[src/rtl/uart_rx_pkg.sv]
package uart_rx_pkg;

  localparam int MAX_BITS = 8;
  localparam int MIN_BITS = 5;

  typedef enum logic [2:0] {
    ST_IDLE,
    ST_START,
    ST_DATA,
    ST_PARITY,
    ST_STOP
  } rxState_t;

  // Strobes from the control to the datapath
  typedef struct packed {
    logic bitVal;   // synchronized line value at this sample
    logic accept;   // start bit confirmed
    logic shift;    // data bit sample
    logic takePar;  // parity bit sample
    logic load;     // stop bit sample: move character to the holding register
  } rxStrobe_t;

endpackage

[src/rtl/uart_rx_ctrl.sv]
module uart_rx_ctrl
  import uart_rx_pkg::*;
#(
  parameter int OVS = 16
) (
  input  logic      clk,
  input  logic      rstN,
  input  logic      tickEn,
  input  logic      serialIn,
  input  logic [1:0] lenSel,
  input  logic      parityOn,
  output rxStrobe_t strb
);

  localparam int CW = $clog2(OVS);
  localparam logic [CW-1:0] HALF = CW'(OVS / 2 - 1);
  localparam logic [CW-1:0] FULL = CW'(OVS - 1);

  logic          sync1, sync2, prevSample;
  rxState_t      state;
  logic [CW-1:0] tickCnt;
  logic [2:0]    bitCnt;
  logic [2:0]    lastBit;
  logic          atFull;

  assign lastBit = 3'(lenSel) + 3'(MIN_BITS - 1);
  assign atFull  = tickEn && (tickCnt == FULL);

  always_ff @(posedge clk or negedge rstN) begin
    if (!rstN) begin
      sync1      <= 1'b1;
      sync2      <= 1'b1;
      prevSample <= 1'b1;
      state      <= ST_IDLE;
      tickCnt    <= '0;
      bitCnt     <= '0;
    end else begin
      sync1 <= serialIn;
      sync2 <= sync1;
      if (tickEn) begin
        prevSample <= sync2;
        case (state)
          ST_IDLE: begin
            if (prevSample && !sync2) begin
              state   <= ST_START;
              tickCnt <= '0;
            end
          end
          ST_START: begin
            if (tickCnt == HALF) begin
              tickCnt <= '0;
              bitCnt  <= '0;
              state   <= sync2 ? ST_IDLE : ST_DATA;
            end else begin
              tickCnt <= tickCnt + 1'b1;
            end
          end
          ST_DATA: begin
            if (tickCnt == FULL) begin
              tickCnt <= '0;
              if (bitCnt == lastBit) state <= parityOn ? ST_PARITY : ST_STOP;
              else                   bitCnt <= bitCnt + 1'b1;
            end else begin
              tickCnt <= tickCnt + 1'b1;
            end
          end
          ST_PARITY: begin
            if (tickCnt == FULL) begin
              tickCnt <= '0;
              state   <= ST_STOP;
            end else begin
              tickCnt <= tickCnt + 1'b1;
            end
          end
          ST_STOP: begin
            if (tickCnt == FULL) begin
              tickCnt <= '0;
              state   <= ST_IDLE;
            end else begin
              tickCnt <= tickCnt + 1'b1;
            end
          end
          default: state <= ST_IDLE;
        endcase
      end
    end
  end

  always_comb begin
    strb         = '0;
    strb.bitVal  = sync2;
    strb.accept  = tickEn && (state == ST_START) && (tickCnt == HALF) && !sync2;
    strb.shift   = atFull && (state == ST_DATA);
    strb.takePar = atFull && (state == ST_PARITY);
    strb.load    = atFull && (state == ST_STOP);
  end

  // at most one sampling strobe per cycle
  a_r3_one_strobe: assert property (@(posedge clk) disable iff (!rstN)
    $onehot0({strb.accept, strb.shift, strb.takePar, strb.load}));

  // the bit timer only moves on oversample ticks
  a_r2_timer_gated: assert property (@(posedge clk) disable iff (!rstN)
    !tickEn |=> $stable(tickCnt));

  // a confirmed start always leads into data sampling
  a_r2_accept_to_data: assert property (@(posedge clk) disable iff (!rstN)
    strb.accept |=> (state == ST_DATA));

endmodule

[src/rtl/uart_rx_dpath.sv]
module uart_rx_dpath
  import uart_rx_pkg::*;
(
  input  logic                clk,
  input  logic                rstN,
  input  rxStrobe_t           strb,
  input  logic [1:0]          lenSel,
  input  logic                parityOn,
  input  logic                parityEven,
  input  logic                holdRead,
  input  logic                statusRead,
  output logic [MAX_BITS-1:0] rxData,
  output logic                dataReady,
  output logic                overrunErr,
  output logic                parityErr,
  output logic                frameErr
);

  localparam int SW = $clog2(MAX_BITS + 1);

  logic [MAX_BITS-1:0] shiftReg;
  logic                parAcc, parBit;
  logic [SW-1:0]       nBits;
  logic [MAX_BITS-1:0] aligned;
  logic                parMismatch;

  assign nBits       = SW'(lenSel) + SW'(MIN_BITS);
  assign aligned     = shiftReg >> (SW'(MAX_BITS) - nBits);
  assign parMismatch = parityOn && (parityEven ? (parAcc ^ parBit) : !(parAcc ^ parBit));

  always_ff @(posedge clk or negedge rstN) begin
    if (!rstN) begin
      shiftReg <= '0;
      parAcc   <= 1'b0;
      parBit   <= 1'b0;
    end else begin
      if (strb.accept) parAcc <= 1'b0;
      if (strb.shift) begin
        shiftReg <= {strb.bitVal, shiftReg[MAX_BITS-1:1]};
        parAcc   <= parAcc ^ strb.bitVal;
      end
      if (strb.takePar) parBit <= strb.bitVal;
    end
  end

  always_ff @(posedge clk or negedge rstN) begin
    if (!rstN) begin
      rxData     <= '0;
      dataReady  <= 1'b0;
      overrunErr <= 1'b0;
      parityErr  <= 1'b0;
      frameErr   <= 1'b0;
    end else begin
      if (strb.load) begin
        rxData    <= aligned;
        dataReady <= 1'b1;
      end else if (holdRead) begin
        dataReady <= 1'b0;
      end
      overrunErr <= (overrunErr && !statusRead) || (strb.load && dataReady && !holdRead);
      parityErr  <= (parityErr  && !statusRead) || (strb.load && parMismatch);
      frameErr   <= (frameErr   && !statusRead) || (strb.load && !strb.bitVal);
    end
  end

  a_r5_ready_after_load: assert property (@(posedge clk) disable iff (!rstN)
    strb.load |=> dataReady);

  a_r6_overrun_needs_ready: assert property (@(posedge clk) disable iff (!rstN)
    $rose(overrunErr) |-> $past(dataReady) && $past(strb.load));

  a_r8_frame_only_on_load: assert property (@(posedge clk) disable iff (!rstN)
    $rose(frameErr) |-> $past(strb.load));

  a_r9_sticky_flags: assert property (@(posedge clk) disable iff (!rstN)
    (parityErr && !statusRead) |=> parityErr);

endmodule

[src/rtl/uart_rx_status.sv]
module uart_rx_status
  import uart_rx_pkg::*;
#(
  parameter int OVS = 16
) (
  input  logic       clk,
  input  logic       rstN,
  input  logic       tickEn,
  input  logic       serialIn,
  input  logic [1:0] lenSel,
  input  logic       parityOn,
  input  logic       parityEven,
  input  logic       holdRead,
  input  logic       statusRead,
  output logic [7:0] rxData,
  output logic       dataReady,
  output logic       overrunErr,
  output logic       parityErr,
  output logic       frameErr
);

  rxStrobe_t strb;

  uart_rx_ctrl #(.OVS(OVS)) ctrl_i (
    .clk      (clk),
    .rstN     (rstN),
    .tickEn   (tickEn),
    .serialIn (serialIn),
    .lenSel   (lenSel),
    .parityOn (parityOn),
    .strb     (strb)
  );

  uart_rx_dpath dpath_i (
    .clk        (clk),
    .rstN       (rstN),
    .strb       (strb),
    .lenSel     (lenSel),
    .parityOn   (parityOn),
    .parityEven (parityEven),
    .holdRead   (holdRead),
    .statusRead (statusRead),
    .rxData     (rxData),
    .dataReady  (dataReady),
    .overrunErr (overrunErr),
    .parityErr  (parityErr),
    .frameErr   (frameErr)
  );

endmodule

[config.mk]
export PLATFORM = sky130hd
export DESIGN_NAME = uart_rx_status
export DESIGN_NICKNAME = d
export VERILOG_FILES = /design/src/rtl/uart_rx_pkg.sv /design/src/rtl/uart_rx_ctrl.sv /design/src/rtl/uart_rx_dpath.sv /design/src/rtl/uart_rx_status.sv
export SDC_FILE = /design/constraint.sdc
export NUM_CORES = 1
export LEC_CHECK = 0
export BUFFER_PORTS_ARGS = -buffer_cell sky130_fd_sc_hd__buf_4
export CORE_MARGIN = 5
export CORE_UTILIZATION = 40
export DETAILED_ROUTE_END_ITERATION = 7
export PLACE_DENSITY = 0.57
export SYNTH_ARGS = -nofsm -noshare
export SYNTH_HDL_FRONTEND = slang
export SYNTH_SLANG_ARGS = --single-unit
[constraint.sdc]
create_clock -name clk -period 1.7 [get_ports clk]
set_input_delay 0.34 -clock clk [delete_from_list [all_inputs] [get_ports clk]]
set_output_delay 0.34 -clock clk [all_outputs]
set_load 0.1 [all_outputs]
==> results.py, run 1 <==
metrics = {
    "timing": {
        "whs_ps": -1.17,
        "period_needed_ps": 1710,
        "finClkSkew_ps": 3.68,
        "hold_viol_final": 3,
        "rsz0062_at_grt": "true",
        "slew_headroom_pct": 70.2,
        "max_freq_mhz": 586,
        "fin_ws_ps": -6.18,
        "maxSlewViolCount": 0,
        "setup_viol_count_final": 2,
        "worst_pin_slew_ps": 447,
        "fin_crit_sh_pct": 100,
    },
    "cts": {
        "cts-root-buf": "clkbuf_8",
        "cts_max_level": 2,
        "cts_max_path_buffers": 2,
        "cts_buffers": 5,
        "insertion_delay_ps": 280,
        "ctsHoldBuffers": 0,
        "cts_tree": "yes",
        "cts.sinks": 35,
        "clk_pin_slew_worst_paths_ps": 70,
    },
    "yosys": {
        "synth_top_cell_by_area": "dfrtp_1",
        "ys_warn_count": 0,
        "synth_area_leaders": "dfrtp_1 (44%), mux2_4 (6.6%), dfstp_2 (4.4%)",
        "async_flop_share_pct": 100,
        "ys_seq_area_share_pct": 48.7,
        "syn_area_um2": 1810,
        "yosysMostFrequentCell": "dfrtp_1",
        "avgSynthCellArea_um2": 11.2,
        "synth_ff_type": "dfrtp_1",
        "synth.distinct_cells": 49,
        "synth_nets": 174,
        "synth.top_cells.by_count": "dfrtp_1 (32), nand2_1 (14), inv_1 (8), mux2_4 (8), o21ai_1 (7)",
        "synth_edf_count": 0,
        "yosys.area.top_type_share_pct": 44.3,
        "syn_inst": 162,
        "ys_seq_elements": 35,
    },
    "placement": {
        "placed_area_um2": 2140,
        "place_inst": 246,
        "port_buffers": 21,
        "routabilityCongestion": 0.859,
        "hpwl_um": 2930,
    },
    "setup_path": {
        "cpMaxStageDelayCell": "or4b_4",
        "endpoint_kind": "register",
        "endpoint": "dpath_i.rxData[5]",
        "r2r_cells": 5,
        "crit_type": "register to register",
        "startpoint": "ctrl_i.tickCnt[1]",
        "cp_top_family": "simple AND/OR/NAND/NOR gates",
        "start_kind": "register",
        "max_stage_delay_ps": 510,
        "critPathBufInv": 1,
        "r2r-start": "ctrl_i.tickCnt[1]",
        "cp_data_arrival_time_ps": 1880,
        "path_cells": "ha_4, nand4_4, or4b_4, buf_6, mux2_4",
        "worstPathRequired_ps": 1870,
        "worst-r2r-setup-slack_ps": -6,
        "r2r_end": "dpath_i.rxData[5]",
        "worstSetupPathDepth": 5,
        "crit_fanout": 5,
    },
    "job": {
        "drv_cap": 0,
    },
    "global_route": {
        "grt_usage_pct": 14.3,
        "grt_max_degree": 36,
        "gr-total-overflow": 0,
        "grt_pass1_vias": 1468,
        "grt_pass1_wl_um": 6930,
        "antenna_found_initial": 0,
    },
    "pwr": {
        "total_power_mw": 2.49,
        "ir_drop_v": 0.000555,
        "swShare_pct": 31.6,
        "sequentialPowerShare_pct": 41.3,
        "combPwrFrac_pct": 31.6,
        "power.density_nw_per_um2": 1040,
        "switchingPower_uw": 786,
        "p_clk_share_pct": 27.1,
        "p_int_mw": 1.71,
        "p_leak_nw": 1.12,
    },
    "route": {
        "dr.pass1.iters": 4,
        "wl_um": 4040,
        "vias_per_cell": 5.28,
        "drcViolationCount": 0,
        "num_vias": 1377,
        "route.antenna.remaining_nets": 0,
        "first_iter_violations": 66,
        "wl_per_cell_um": 15.5,
    },
    "final_layout": {
        "area_growth_syn_to_layout_pct": 32.0,
        "antennaDiodeCount": 0,
        "utilization_pct": 54.4,
        "fin_cells": 261,
        "nNetsFinal": 220,
        "drive_gt1_share_pct": 45.9,
        "design_area_um2": 2390,
    },
    "floorplan": {
        "die_area_um2": 5960,
        "fp.dieW_um": 77.2,
        "start_util_pct": 41.2,
        "die_y_um": 77.2,
        "ios": 22,
        "placementRows": 24,
        "core_um2": 4380,
    },
    "outcome": {
        "outcome": "finished with violations",
        "violations": "negative hold slack, negative setup slack",
    },
    "worst_hold_path": {
        "worstHoldPathType": "primary input to asynchronous set/reset pin",
    },
}
-- registers in the layout, indices dropped and copies added, names as in the netlist --
signal	cells
ctrl_i.bitCnt	3
ctrl_i.prevSample	1
ctrl_i.state	3
ctrl_i.sync1	1
ctrl_i.sync2	1
ctrl_i.tickCnt	4
dpath_i.dataReady	1
dpath_i.frameErr	1
dpath_i.overrunErr	1
dpath_i.parAcc	1
dpath_i.parBit	1
dpath_i.parityErr	1
dpath_i.rxData	8
dpath_i.shiftReg	8
-- cell type report --
cell class                 count  area [um^2]
clock inverter                 1         7.51
inverter                       8         30.0
multi-input combinational    112          941
tap                           52         65.1
sequential                    35          880
fill                         376         2000
timing repair buffer          46          367
clock buffer                   7         96.3
-- metal layers --
layer	up-vias	routed length (um)	track usage (%)
met5	-	0	0
met4	0	29	3.95
met3	4	179	4.80
met2	33	1960	22.2
met1	668	1870	18.9
li1	672	-	-
-- cells in the final DEF, fill, tap and decap left out, types with 2 or more instances in the layout --
cell type,n
buf_4,41
dfrtp_1,32
nand2_1,9
mux2_4,9
inv_1,8
clkbuf_8,7
mux2i_1,6
a21oi_1,6
nand3_1,6
mux2_2,5
nor2_1,5
nand2_2,5
o21ai_2,5
o21ai_0,5
xnor2_1,4
o21ai_1,4
nor2b_1,4
o21a_1,3
dfstp_2,3
buf_6,3
and2_1,2
a22o_1,2
o31ai_2,2
-- power groups by stage --
stage               Clock, mW  Combinational, mW  Sequential, mW
finish                  0.675              0.786            1.03
global route            0.733              0.861            1.04
CTS                     0.688              0.703            1.03
detailed placement          0              0.665            1.04
global placement            0              0.644            1.03
floorplan                   0              0.383            1.05
-- logic make-up (layout without fill, tap and decap cells) --
| kind of cell | after synthesis | in the layout | synth area share (%) |
|---|---|---|---|
| simple gates | 43 | 43 | 12.5 |
| mux | 20 | 20 | 13.7 |
| flops | 35 | 35 | 48.7 |
| compound gates | 42 | 42 | 16.6 |
| xor+xnor | 5 | 5 | 2.42 |
| buf+inv | 15 | 62 | 4.71 |
| fa+ha+maj | 2 | 2 | 1.38 |
-- metrics by stage --
stage	worst slack (ps)	setup TNS (ps)
floorplan	15.7	0
global placement	-32.6	-65.2
detailed placement	-55.1	-217
CTS	-7.49	-12.1
global route	-48.0	-325
finish	-6.18	-8.70
-- worst min-delay path by stage --
stage               from                 to  slack (ps)  cells after the start
detailed placement  rstN   dpath_i.frameErr         320                      1
global route        rstN  dpath_i.rxData[1]          30                      1
CTS                 rstN  dpath_i.rxData[3]          20                      1
global placement    rstN  dpath_i.dataReady         310                      1
floorplan           rstN   ctrl_i.bitCnt[0]          40                      0
finish              rstN  ctrl_i.tickCnt[0]          -1                      1
-- what timing repair did --
item / 4_1_cts / 5_1_grt
setup buffers: 5 / 1
endpoints found under the setup margin: 8 / 23
endpoints found under the hold margin: 0 / 0
pin swaps: 4 / 7
gates cloned: 1 / 0
resized for setup: 5 / 20
No activity file was read; power rests on OpenSTA's default activity.
==> run 2: changes to the inputs <==
Settings changed: PLACE_DENSITY 0.57 to 0.54.
Clock period 1.7 ns to 1.8 ns, I/O delays scaled along.
==> results.py, run 2 (synthesis results as in run 1) <==
metrics = {
    "setup_path": {
        "worst-r2r-setup-slack_ps": 50,
        "start_kind": "register",
        "cpMaxStageDelayCell": "dfrtp_1",
        "crit_type": "register to register",
        "endpoint_kind": "register",
        "worstSetupPathDepth": 6,
        "r2r_end": "ctrl_i.state[2]",
        "r2r_cells": 6,
        "max_stage_delay_ps": 410,
        "worstPathRequired_ps": 1980,
        "cp_top_family": "compound AO/OA/AOI/OAI gates",
        "crit_fanout": 4,
        "r2r-start": "ctrl_i.tickCnt[1]",
        "critPathBufInv": 1,
        "cp_data_arrival_time_ps": 1930,
        "startpoint": "ctrl_i.tickCnt[1]",
        "path_cells": "ha_4, buf_6, and3b_1, o21a_1, o21ai_2, mux2_4",
        "endpoint": "ctrl_i.state[2]",
    },
    "timing": {
        "rsz0062_at_grt": "true",
        "hold_viol_final": 0,
        "fin_ws_ps": 46.9,
        "max_freq_mhz": 570,
        "fin_crit_sh_pct": 97.4,
        "worst_pin_slew_ps": 443,
        "slew_headroom_pct": 70.5,
        "setup_viol_count_final": 0,
        "fin_setup_tns_ps": 0,
        "maxSlewViolCount": 0,
        "whs_ps": 9.59,
        "period_needed_ps": 1750,
        "finClkSkew_ps": 5.60,
    },
    "cts": {
        "cts_tree": "yes",
        "insertion_delay_ps": 290,
        "cts_max_level": 2,
        "cts.sinks": 35,
        "cts-root-buf": "clkbuf_8",
        "cts_max_path_buffers": 2,
        "clk_pin_slew_worst_paths_ps": 80,
        "cts_buffers": 5,
        "cts_setup_buffers": 0,
    },
    "floorplan": {
        "start_util_pct": 41.2,
        "ios": 22,
        "core_um2": 4380,
        "die_y_um": 77.2,
        "fp.dieW_um": 77.2,
        "die_area_um2": 5960,
        "placementRows": 24,
    },
    "pwr": {
        "switchingPower_uw": 710,
        "ir_drop_v": 0.000843,
        "swShare_pct": 28.8,
        "p_clk_share_pct": 34.7,
        "combPwrFrac_pct": 26.2,
        "power.density_nw_per_um2": 1080,
        "p_leak_nw": 1.08,
        "sequentialPowerShare_pct": 39.2,
        "p_int_mw": 1.76,
        "total_power_mw": 2.47,
    },
    "route": {
        "wl_um": 3770,
        "drcViolationCount": 0,
        "dr.pass1.iters": 6,
        "vias_per_cell": 5.26,
        "num_vias": 1320,
        "route.antenna.remaining_nets": 0,
        "wl_per_cell_um": 15.0,
        "first_iter_violations": 63,
    },
    "global_route": {
        "grt_pass1_vias": 1304,
        "grt_usage_pct": 13.4,
        "gr-total-overflow": 0,
        "antenna_found_initial": 0,
        "grt_pass1_wl_um": 6290,
        "grt_max_degree": 36,
    },
    "final_layout": {
        "area_growth_syn_to_layout_pct": 26.2,
        "drive_gt1_share_pct": 34.7,
        "reg_top3": "dpath_i.rxData x8, dpath_i.shiftReg x8, ctrl_i.tickCnt x4",
        "final_cell_mix": "buf_4 (33), dfrtp_1 (32), nand2_1 (14)",
        "nNetsFinal": 210,
        "final_common_cell": "buf_4",
        "fill_cells": 400,
        "antennaDiodeCount": 0,
    },
    "placement": {
        "hpwl_um": 2750,
        "port_buffers": 21,
        "routabilityCongestion": 0.859,
        "dpl_worst_slack_ps": 6.69,
    },
    "worst_hold_path": {
        "worstHoldPathType": "primary input to asynchronous set/reset pin",
    },
    "job": {
        "drv_cap": 0,
    },
    "outcome": {
        "outcome": "completed",
    },
}
## run 2: changes by cell type in the layout (fill, tap and decap cells not counted), sizes merged
cell	previous run	this run
clkbuf	7	5
bufinv	0	2
buf	46	36
## run 2: power by group through the flow
stage	Clock [mW]	Combinational [mW]	Sequential, mW
3_5_place_dp	0	0.618	0.965
6_report	0.856	0.645	0.966
4_1_cts	0.877	0.621	0.949
3_3_place_gp	0	0.608	0.962
2_1_floorplan	0	0.353	0.980
5_1_grt	0.909	0.719	0.976
## run 2: routing by layer
metal	vias to the layer above	track usage [%]	share of wire [%]
li1	659	-	-
met1	624	17.9	50
met2	30	18.7	43
met3	7	4.68	5.6
met4	0	7.22	1.5
met5	-	0	0
## run 2: cell type report
type,count,area (um^2),share of cell area [%]
Tap cell,52,65.1,2.85
Clock buffer,5,68.8,3.02
Timing Repair Buffer,36,299,13.1
Multi-Input combinational cell,112,872,38.2
Sequential cell,35,880,38.5
Inverter,8,30.0,1.32
Clock inverter,3,67.6,2.96
## run 2: worst min-delay path by stage
| stage | startpoint | end | slack (ps) | depth (start not counted) |
|---|---|---|---|---|
| 3_3_place_gp | rstN | dpath_i.frameErr | 340 | 1 |
| 6_report | rstN | ctrl_i.state[2] | 10 | 1 |
| 2_1_floorplan | rstN | ctrl_i.bitCnt[0] | 60 | 0 |
| 3_5_place_dp | rstN | dpath_i.overrunErr | 350 | 1 |
| 5_1_grt | rstN | dpath_i.rxData[6] | 50 | 1 |
| 4_1_cts | rstN | ctrl_i.state[2] | 30 | 1 |
## run 2: metrics by stage
stage	utilization, %	cell area, um^2	instances
CTS	51.1	2240	251
finish	52.1	2280	251
floorplan	-	1810	162
global placement	47.9	2100	243
detailed placement	47.9	2100	243
global route	52.1	2280	251
## run 2: repair_timing
item                       in CTS  in global routing
gates resized for setup         1                  8
pin swaps                       0                  5
hold buffers                    0                  0
gates cloned                    0                  0
setup endpoints to repair       1                 11
==> run 3: changes to the inputs <==
Settings changed: CORE_MARGIN 5 to 8.
==> results.py, run 3 (synthesis results as in run 1) <==
metrics = {
    "global_route": {
        "grt_use_met2_pct": 15.8,
        "antenna_found_initial": 0,
        "met1_usage_pct": 14.8,
        "grt_max_degree": 36,
        "grt_pass1_wl_um": 6350,
        "grt_pass1_vias": 1326,
        "gr-total-overflow": 0,
        "grt_usage_pct": 11.0,
        "grt-busiest-layer": "met2",
        "grtUsageMet3_pct": 3.22,
    },
    "timing": {
        "setup_viol_count_final": 0,
        "slew_headroom_pct": 70.5,
        "fin_ws_ps": 28.3,
        "fin_crit_sh_pct": 98.4,
        "hold_viol_final": 0,
        "period_needed_ps": 1770,
        "maxSlewViolCount": 0,
        "worst_pin_slew_ps": 442,
        "finClkSkew_ps": 6.75,
        "max_freq_mhz": 564,
    },
    "cts": {
        "cts.sinks": 35,
        "cts_buffers": 5,
        "cts_max_path_buffers": 2,
        "clk_pin_slew_worst_paths_ps": 70,
        "cts_tree": "yes",
        "cts_max_level": 2,
        "cts-root-buf": "clkbuf_8",
        "insertion_delay_ps": 280,
    },
    "route": {
        "dr.pass1.iters": 4,
        "vias_per_cell": 5.13,
        "wl_um": 3760,
        "wl_per_cell_um": 14.8,
        "route.antenna.remaining_nets": 0,
        "num_vias": 1303,
        "drcViolationCount": 0,
        "first_iter_violations": 67,
    },
    "pwr": {
        "p_leak_nw": 1.08,
        "p_clk_share_pct": 26.0,
        "p_int_mw": 1.53,
        "swShare_pct": 30.5,
        "ir_drop_v": 0.000570,
        "switchingPower_uw": 673,
        "combPwrFrac_pct": 30.1,
        "power.density_nw_per_um2": 984,
        "sequentialPowerShare_pct": 43.9,
    },
    "setup_path": {
        "startpoint": "ctrl_i.tickCnt[0]",
        "start_kind": "register",
        "r2r-start": "ctrl_i.tickCnt[0]",
        "worst-r2r-setup-slack_ps": 30,
        "r2r_end": "dpath_i.rxData[5]",
        "endpoint_kind": "register",
        "crit_type": "register to register",
        "crit_fanout": 18,
        "r2r_cells": 5,
        "endpoint": "dpath_i.rxData[5]",
        "worstPathRequired_ps": 1970,
        "cp_data_arrival_time_ps": 1940,
    },
    "final_layout": {
        "area_growth_syn_to_layout_pct": 24.2,
        "antennaDiodeCount": 0,
        "reg_top3": "dpath_i.rxData x8, dpath_i.shiftReg x8, ctrl_i.tickCnt x4",
        "final_cell_mix": "buf_4 (36), dfrtp_1 (32), nand2_1 (14)",
        "final_common_cell": "buf_4",
        "drive_gt1_share_pct": 35.6,
        "fin_cells": 254,
        "nNetsFinal": 213,
    },
    "floorplan": {
        "ios": 22,
        "die_y_um": 83.2,
        "fp.dieW_um": 83.2,
        "core_um2": 4350,
        "start_util_pct": 41.5,
        "placementRows": 24,
        "die_area_um2": 6930,
    },
    "placement": {
        "port_buffers": 21,
        "hpwl_um": 2810,
        "routabilityCongestion": 0.802,
        "place_inst": 244,
        "dpl_worst_slack_ps": 9.90,
    },
    "worst_hold_path": {
        "worstHoldPathType": "primary input to asynchronous set/reset pin",
    },
    "job": {
        "drv_cap": 0,
    },
    "outcome": {
        "outcome": "completed",
    },
}
## run 3: cell count changes in the layout (fill, tap and decap cells not counted), sizes merged
cell and delta:
buf +3, clkbuf +2, clkinv +1, clkinvlp -1
bufinv -2
## run 3: layer usage
layer	vias to the layer above	share of wire [%]
met1	613	51
li1	663	-
met5	-	0
met3	5	4.6
met2	22	43
met4	0	1.4
## run 3: worst min-delay path by stage
stage	start	endpoint	slack, ps
2_1_floorplan	rstN	ctrl_i.bitCnt[0]	60
3_3_place_gp	rstN	dpath_i.frameErr	340
3_5_place_dp	rstN	dpath_i.dataReady	340
4_1_cts	rstN	dpath_i.rxData[6]	40
5_1_grt	rstN	dpath_i.dataReady	60
6_report	rstN	ctrl_i.tickCnt[0]	30
## run 3: power by group through the flow
| stage | logic, mW | clock network (mW) | registers (mW) |
|---|---|---|---|
| floorplan | 0.353 | 0 | 0.980 |
| global placement | 0.603 | 0 | 0.973 |
| detailed placement | 0.614 | 0 | 0.977 |
| CTS | 0.616 | 0.599 | 0.964 |
| global route | 0.725 | 0.641 | 0.978 |
| finish | 0.665 | 0.575 | 0.968 |
## run 3: critical path, stage by stage, from the launching register on
cell and delay [ps]:
dfrtp_1 370, ha_2 210, nand4_2 110, or4b_4 510, buf_12 170, mux2_4 290
## run 3: cell type report
class / instances / area (um^2)
clock buffer: 7 / 86.3
clock inverter: 1 / 5.00
fill: 400 / 2110
inverter: 8 / 30.0
multi-input combinational: 112 / 857
sequential: 35 / 880
tap: 52 / 65.1
timing repair buffer: 39 / 322
## run 3: repair_timing
item	in CTS	in global routing
buffers inserted	0	2
hold buffers	0	0
gates resized for setup	0	9
endpoints found under the setup margin	0	8
## run 3: through the flow
| stage | hold slack [ps] | area (um^2) | setup TNS, ps | utilization [%] | total power, mW |
|---|---|---|---|---|---|
| after floorplan | 64.4 | 1810 | 0 | - | 1.33 |
| after global placement | 336 | 2110 | 0 | 48.4 | 1.58 |
| after detailed placement | 344 | 2110 | 0 | 48.4 | 1.59 |
| after CTS | 35.4 | 2200 | 0 | 50.5 | 2.18 |
| after global routing | 55.7 | 2240 | -4.25 | 51.6 | 2.34 |
| final | 26.7 | 2240 | 0 | 51.6 | 2.21 |
